==> config.mk <==
export PLATFORM = sky130hd
export DESIGN_NAME = pg_rights_check
export DESIGN_NICKNAME = d
export VERILOG_FILES = /design/src/rtl/pgr_pkg.sv /design/src/rtl/pkr_regfile.sv /design/src/rtl/perm_eval.sv /design/src/rtl/err_build.sv /design/src/rtl/pg_rights_check.sv
export SDC_FILE = /design/constraint.sdc
export NUM_CORES = 1
export LEC_CHECK = 0
export ABC_AREA = 1
export BUFFER_PORTS_ARGS = -buffer_cell sky130_fd_sc_hd__buf_2
export CORE_MARGIN = 3
export CORE_UTILIZATION = 41
export CTS_CLUSTER_DIAMETER = 50
export DETAILED_ROUTE_END_ITERATION = 6
export PLACE_DENSITY = 0.8
export SLEW_MARGIN = 20
export SYNTH_ARGS = -nofsm -noshare
export SYNTH_HDL_FRONTEND = slang
export SYNTH_SLANG_ARGS = --single-unit
export TNS_END_PERCENT = 1
==> constraint.sdc <==
create_clock -name clk -period 1.4 [get_ports clk]
set_input_delay 0.07 -clock clk [delete_from_list [all_inputs] [get_ports clk]]
set_output_delay 0.07 -clock clk [all_outputs]
set_load 0.05 [all_outputs]
==> src/rtl/pgr_pkg.sv <==
`timescale 1ns/1ps
package pgr_pkg;
  typedef enum logic [1:0] {
    ACC_READ  = 2'd0,
    ACC_WRITE = 2'd1,
    ACC_FETCH = 2'd2,
    ACC_RSVD  = 2'd3
  } acc_kind_e;

  // individual denial causes found by the rule evaluator
  typedef struct packed {
    logic not_present;
    logic rsvd;
    logic no_write;
    logic no_user;
    logic no_exec;
    logic key_block;
  } viol_t;

  localparam int ERR_PRESENT = 0;
  localparam int ERR_WRITE   = 1;
  localparam int ERR_USER    = 2;
  localparam int ERR_RSVD    = 3;
  localparam int ERR_FETCH   = 4;
  localparam int ERR_KEY     = 5;
endpackage

==> src/rtl/pkr_regfile.sv <==
`timescale 1ns/1ps
module pkr_regfile #(
  parameter int KEY_BITS = 4,
  localparam int NUM_KEYS = 1 << KEY_BITS,
  localparam int PKR_W = 2 * NUM_KEYS
) (
  input  logic                clk,
  input  logic                rst,
  input  logic                wr_en,
  input  logic [PKR_W-1:0]    wr_data,
  input  logic [KEY_BITS-1:0] key,
  output logic                acc_dis,
  output logic                wr_dis,
  output logic [PKR_W-1:0]    pkr_q
);
  logic [NUM_KEYS-1:0] ad_vec;
  logic [NUM_KEYS-1:0] wd_vec;

  always_ff @(posedge clk) begin
    if (rst)        pkr_q <= '0;
    else if (wr_en) pkr_q <= wr_data;
  end

  // split the packed register into per-key slot vectors
  for (genvar i = 0; i < NUM_KEYS; i++) begin : g_slot
    assign ad_vec[i] = pkr_q[2*i];
    assign wd_vec[i] = pkr_q[2*i+1];
  end

  assign acc_dis = ad_vec[key];
  assign wr_dis  = wd_vec[key];
endmodule

==> src/rtl/perm_eval.sv <==
`timescale 1ns/1ps
module perm_eval import pgr_pkg::*; (
  input  logic      present,
  input  logic      grant_wr,
  input  logic      grant_usr,
  input  logic      nx,
  input  logic [1:0] kind,
  input  logic      user_mode,
  input  logic      rsvd_flag,
  input  logic      key_ad,
  input  logic      key_wd,
  output viol_t     viol
);
  acc_kind_e k;
  logic is_wr, is_fetch, is_data;

  always_comb begin
    k        = acc_kind_e'(kind);
    is_wr    = (k == ACC_WRITE);
    is_fetch = (k == ACC_FETCH);
    is_data  = !is_fetch;
    viol             = '0;
    viol.not_present = !present;
    viol.rsvd        = present && rsvd_flag;
    viol.no_write    = present && is_wr && !grant_wr;
    viol.no_user     = present && user_mode && !grant_usr;
    viol.no_exec     = present && is_fetch && nx;
    viol.key_block   = present && grant_usr && is_data &&
                       (key_ad || (is_wr && key_wd));
  end
endmodule

==> src/rtl/err_build.sv <==
`timescale 1ns/1ps
module err_build import pgr_pkg::*; #(
  parameter int ERR_W = 32
) (
  input  viol_t          viol,
  input  logic [1:0]     kind,
  input  logic           user_mode,
  output logic           deny,
  output logic [ERR_W-1:0] code
);
  always_comb begin
    deny = |viol;
    code = '0;
    if (deny) begin
      code[ERR_PRESENT] = !viol.not_present;
      code[ERR_WRITE]   = (acc_kind_e'(kind) == ACC_WRITE);
      code[ERR_USER]    = user_mode;
      code[ERR_RSVD]    = viol.rsvd;
      code[ERR_FETCH]   = (acc_kind_e'(kind) == ACC_FETCH);
      code[ERR_KEY]     = viol.key_block;
    end
  end
endmodule

==> src/rtl/pg_rights_check.sv <==
`timescale 1ns/1ps
module pg_rights_check import pgr_pkg::*; #(
  parameter int ENTRY_W  = 64,
  parameter int KEY_BITS = 4,
  parameter int KEY_LSB  = 59,
  parameter int NX_BIT   = 63,
  parameter int ERR_W    = 32,
  localparam int PKR_W   = 2 * (1 << KEY_BITS)
) (
  input  logic               clk,
  input  logic               rst,
  input  logic               pkr_wr_en,
  input  logic [PKR_W-1:0]   pkr_wr_data,
  input  logic               chk_valid,
  input  logic [ENTRY_W-1:0] leaf_entry,
  input  logic [1:0]         acc_kind,
  input  logic               user_mode,
  input  logic               rsvd_flag,
  output logic               res_valid,
  output logic               allow,
  output logic               fault,
  output logic [ERR_W-1:0]   err_code
);
  localparam int KEY_MSB = KEY_LSB + KEY_BITS - 1;

  logic [KEY_BITS-1:0] key;
  logic [PKR_W-1:0]    pkr_q;
  logic                key_ad, key_wd, deny;
  logic [ERR_W-1:0]    code_c;
  viol_t               viol;
  logic                unused_entry_bits;

  assign key = leaf_entry[KEY_MSB:KEY_LSB];
  assign unused_entry_bits = ^leaf_entry[KEY_LSB-1:3];

  pkr_regfile #(.KEY_BITS(KEY_BITS)) u_pkr (
    .clk(clk), .rst(rst), .wr_en(pkr_wr_en), .wr_data(pkr_wr_data),
    .key(key), .acc_dis(key_ad), .wr_dis(key_wd), .pkr_q(pkr_q)
  );

  perm_eval u_eval (
    .present(leaf_entry[0]), .grant_wr(leaf_entry[1]),
    .grant_usr(leaf_entry[2]), .nx(leaf_entry[NX_BIT]),
    .kind(acc_kind), .user_mode(user_mode), .rsvd_flag(rsvd_flag),
    .key_ad(key_ad), .key_wd(key_wd), .viol(viol)
  );

  err_build #(.ERR_W(ERR_W)) u_err (
    .viol(viol), .kind(acc_kind), .user_mode(user_mode),
    .deny(deny), .code(code_c)
  );

  always_ff @(posedge clk) begin
    if (rst) begin
      res_valid <= 1'b0;
      allow     <= 1'b0;
      fault     <= 1'b0;
      err_code  <= '0;
    end else begin
      res_valid <= chk_valid;
      allow     <= chk_valid && !deny;
      fault     <= chk_valid && deny;
      err_code  <= chk_valid ? code_c : '0;
    end
  end
endmodule

Yosys cells after proc, flatten, opt, wreduce, memory -nomap -nowiden
Cells that the tools add are included.
{"block": "word_totals", "regBits": 67, "word_cells": 36}
{"block": "op_classes", "n_lt_le_gt_ge": 1, "n_eq_ne": 2, "n_mux": 4, "n_bitwise": 2, "reduce_logical": 21}
{"cell": "1-bit logical AND", "n": 13}
{"cell": "1-bit binary-select mux with 4-bit select", "n": 2}
{"cell": "6-bit OR reduction", "n": 1}
{"cell": "1-bit logical NOT", "n": 5}
{"cell": "4-bit by 5-bit less-than comparator with 1-bit output (second input constant)", "n": 1}
{"cell": "3-bit OR reduction", "n": 1}
{"cell": "2-bit by 1-bit equality test with 1-bit output (second input constant)", "n": 1}
{"cell": "2-bit equality test (second input constant)", "n": 1}
{"cell": "1-bit two-way mux", "n": 2}
{"cell": "1-bit NOT", "n": 2}
{"cell": "1-bit logical OR", "n": 1}

Logic depth before layout (Yosys ltp)
{"block": "depth", "ltp_word": 8, "depth_mapped": 12, "depth_no_buf": 11}

Modules after synthesis
From an unflattened synthesis, not the netlist that was laid out.
{"block": "hier_totals", "hier_cells": 380, "hier_area_um2": 2864.0}
{"mod": "pkr_regfile", "n_inst": 1, "cells_per_inst": 208, "area_per_inst_um2": 1507.7}
{"mod": "pg_rights_check", "n_inst": 1, "cells_per_inst": 108, "area_per_inst_um2": 999.7}
{"mod": "err_build", "n_inst": 1, "cells_per_inst": 46, "area_per_inst_um2": 281.5}
{"mod": "perm_eval", "n_inst": 1, "cells_per_inst": 18, "area_per_inst_um2": 75.1}

Least setup slack after synthesis
No wires, ideal clock.
{"block": "synth_path", "path_kind": "register -> register", "from": "register u_pkr.pkr_q[22]", "to": "register err_code[1]", "setup_time_ns": 0.113, "arrival_ns": 0.944, "t_required_ns": 1.287, "path_slack_ns": 0.342, "path_stages_with_launch": 11, "n_path_buf": 0, "synth_period_minus_slack_ns": 1.058, "cell_sequence": "dfxtp_1 > nand2_1 > nand2_1 > a21oi_1 > nor2_1 > nor2_1 > nand2_1 > nand3_2 > nand2_2 > nand2_4 > nor2_2"}
{"block": "synth_via", "elab_chain_cells": 7}
{"item": "start, declared", "line": "pkr_regfile.sv:14", "rtl": "output logic [PKR_W-1:0] pkr_q"}
{"item": "start signal, assigned", "line": "pkr_regfile.sv:21", "rtl": "else if (wr_en) pkr_q <= wr_data;"}
{"item": "1-bit binary-select mux with 4-bit select", "line": "pkr_regfile.sv:30", "rtl": "assign acc_dis = ad_vec[key];"}
{"item": "1-bit two-way mux (implied by the code)", "line": "pkr_regfile.sv:30"}
{"item": "1-bit logical OR", "line": "perm_eval.sv:29", "rtl": "(key_ad || (is_wr && key_wd));"}
{"item": "1-bit logical AND", "line": "perm_eval.sv:28", "rtl": "viol.key_block = present && grant_usr && is_data &&"}
{"item": "6-bit OR reduction", "line": "err_build.sv:12", "rtl": "deny = |viol;"}
{"item": "1-bit NOT (no source line)"}
{"item": "3-bit OR reduction (no source line)"}
{"item": "end signal, assigned", "line": "pg_rights_check.sv:63", "rtl": "err_code <= chk_valid ? code_c : '0;"}
{"item": "end, declared", "line": "pg_rights_check.sv:22", "rtl": "output logic [ERR_W-1:0] err_code"}
No other way between the ends. The select of a mux whose other input is x is not followed.
A chain may end at the register's enable or synchronous reset.

Worst setup path in the final report
{"block": "layout_path", "from": "register u_pkr.pkr_q[1]", "to": "register err_code[0]"}
{"block": "layout_via", "elab_chain_cells": 8}
{"item": "1-bit binary-select mux with 4-bit select", "line": "pkr_regfile.sv:31", "rtl": "assign wr_dis = wd_vec[key];"}
{"item": "1-bit two-way mux (implied by the code)", "line": "pkr_regfile.sv:31"}
{"item": "1-bit logical AND", "line": "perm_eval.sv:29"}
{"item": "1-bit logical OR", "line": "perm_eval.sv:29"}
{"item": "1-bit logical AND", "line": "perm_eval.sv:28"}
{"item": "6-bit OR reduction", "line": "err_build.sv:12"}
{"item": "1-bit NOT (no source line)"}
{"item": "3-bit OR reduction (no source line)"}
No other way between the ends. The select of a mux whose other input is x is not followed.

==> flow_summary.toml <==
[outcome]
outcome = "finished clean"

[setup_path]
crit_required_ps = 1630
cp-start-kind = "register"
startpoint = "u_pkr.pkr_q[1]$_SDFFE_PP0P_"
reg2reg_to = "err_code[0]$_SDFF_PP0_"
crit_cells = 10
reg2reg_from = "u_pkr.pkr_q[1]$_SDFFE_PP0P_"
worstPathArrival_ps = 1430
r2r.worst_path.cells = 10
cpMaxStageDelayCell = "dfxtp_1"
worst_path_largest_cell_delay_ps = 320
r2r_slack_ps = 200
cp_max_fo = 5
crit_end = "err_code[0]$_SDFF_PP0_"
path_delay_family = "simple AND/OR/NAND/NOR gates"
cp_cell_sequence = "inv_1, o21ai_0, nand2_1, nand3_1, nand3_1, nand2_1, nand3_2, nand2_2, nand2_4, nor2_2"
critPathKind = "register to register"
cp-end-kind = "register"
path_buf_inv = 1

[timing]
max_clock_freq_mhz = 834
finalMaxSlewViolations = 0
hold_ws_ps = 6.04
slew_headroom_pct = 53.6
setup_tns_ps = 0
finalClockSkew_ps = 3.70
worstMarginPinSlew_ps = 695
finalSetupViolations = 0
final_hold_viol_count = 0
grt_setup_unrepaired = "no"
period_share_pct = 85.7
final.min_clock_period_ps = 1200

[clock_tree]
cts_max_level = 2
cts_buffers = 5
clk_latency_ps = 290
cts-root-buf = "clkbuf_8"
cts_setup_buffers = 0
cts_tree = "built"
cts.sinks = 41
cts_buffer_depth = 2
clk_pin_slew_worst_paths_ps = 80

[final_layout]
final_nets = 439
antenna_cells = 0
syn2layout_area_growth_pct = 19.6
drive_above_1_share_pct = 23.5
stdcell_area_sq_um = 2320
fin_util_pct = 51.9
nFillCells = 444
finalNonFillerCells = 388

[die]
die_h_um = 74.8
die_area_sq_um = 5600
design.core.area_sq_um = 4470
start_util_pct = 43.4
die_w_um = 74.8
ioPinCount = 139
placementRows = 24

[yosys]
syn_inst = 279
synth_edf_count = 0
async_flop_share_pct = 0
syn-cell-area_sq_um = 1940
ys.flop_type = "dfxtp_1"
ys_types = 21
yosys.area.top_type = "dfxtp_1"
yosysWarningCount = 0
ys_seq_elements = 41
yosysMostFrequentCell = "nor2_1"
yosysTopAreaCellShare_pct = 42.2
yosys-top-cells-count = "55 x nor2_1, 41 x dfxtp_1, 41 x nand2_1, 28 x buf_4, 21 x o21ai_0"
ys_top_cells_by_area = "dfxtp_1 42%, buf_4 11%, nor2_1 11%"
ys_seq_area_share_pct = 42.2
synth.avg_cell_area_sq_um = 6.96

[routing]
antenna_left = 0
route.vias.total = 1754
drt_iter0_drc = 74
drt_wl_total_mm = 4.10
avgRoutedWirePerCell_um = 10.6
viasPerCell = 4.52
drc_errors = 0
first_pass_iters = 4

[global_route]
grt_antenna_before_repair = 0
grt_overflow = 0
gr-usage-all-layers_pct = 14.6
grt_pass1_wl_mm = 6.29
grt_max_degree = 45
grt_pass1_vias = 1484

[power_and_ir_drop]
intPower_mw = 2.09
power.share.combinational_pct = 18.1
p_switching_mw = 0.789
switching_share_pct = 27.4
seqPwrFrac_pct = 43.9
p_clk_share_pct = 38.0
worst_ir_drop_vdd_mv = 0.747
power_leakage_nw = 1.19
powerDensity_nw_per_um2 = 1240

[placed_design]
place.gp.congestion = 0.838
placed_cells = 374
dp_hpwl_mm = 3.03
portBuffers = 56
dpl_cell_area_sq_um = 2130

[run]
maxCapViolations = 0

[hold_path]
hp-class = "input pin to register"
[sequential cells by signal, summed over array words and instances (netlist names)]
name	count
allow	1
u_pkr.pkr_q	32
res_valid	1
err_code	6
fault	1
[cell usage in the layout, fill, tap and decap left out, drive strengths merged]
cell and instances:
nor2 59, buf 57, nand2 43, dfxtp 41, o21ai 33, inv 27
conb 26, nand3 19, a21oi 14, dlygate4sd3 6, clkbuf 5, bufinv 2
o22ai 1, nor4 1, nand4 1, clkinv 1
[power by group through the flow]
stage,logic [mW],registers [mW],clock network (mW)
finish,0.522,1.26,1.09
global route,0.580,1.27,1.17
CTS,0.522,1.27,1.12
detailed placement,0.506,1.29,0
global placement,0.500,1.29,0
floorplan,0.421,1.32,0
[worst min-delay path by stage]
stage	startpoint	end	slack, ps	cells past startpoint
floorplan	pkr_wr_data[3]	u_pkr.pkr_q[3]$_SDFFE_PP0P_	200	2
global route	pkr_wr_data[0]	u_pkr.pkr_q[0]$_SDFFE_PP0P_	10	3
CTS	pkr_wr_data[18]	u_pkr.pkr_q[18]$_SDFFE_PP0P_	2	3
detailed placement	pkr_wr_data[14]	u_pkr.pkr_q[14]$_SDFFE_PP0P_	300	3
global placement	pkr_wr_data[14]	u_pkr.pkr_q[14]$_SDFFE_PP0P_	290	3
finish	pkr_wr_data[18]	u_pkr.pkr_q[18]$_SDFFE_PP0P_	6	3
[logic make-up after synthesis]
kind of cell | after synthesis | share of synthesized area [%]
compound gates | 48 | 12.4
flops | 41 | 42.2
buf+inv | 66 | 18.6
other cells | 1 | 0.193
simple gates | 123 | 26.5
[layout make-up]
class                           count  area [sq um]  share of cell area (%)
Multi-Input combinational cell    197           855                    36.8
Sequential cell                    41           821                    35.3
Timing Repair Buffer               63           348                    15.0
Inverter                           27           101                    4.36
Clock buffer                        5          68.8                    2.96
Clock inverter                      3          65.1                    2.80
Tap cell                           52          65.1                    2.80
[timing repair]
| item | CTS | global route |
|---|---|---|
| endpoints found under the setup margin | 0 | 0 |
| hold buffers | 6 | 0 |
| hold endpoints to repair | 6 | 0 |
| gates resized for setup | 0 | 0 |
[through the flow]
stage          power [mW]  setup WS, ps
3_3_place_gp         1.79          86.6
4_1_cts              2.91           186
6_report             2.88           201
5_1_grt              3.02          18.6
3_5_place_dp         1.80          72.2
2_1_floorplan        1.74           342
[layer usage]
layer / part of all wire [%] / up-vias / track usage [%]
met5: 0 / - / 0
met4: 0.56 / 0 / 4.15
met3: 7.8 / 4 / 4.27
met2: 49 / 64 / 24.0
met1: 43 / 753 / 18.5
li1: - / 933 / -
[tightest hold or removal path: stages]
cell and delay (ps):
buf_2 80, nor2_1 30, nor2_1 80
No activity file was read; power rests on OpenSTA's default activity.
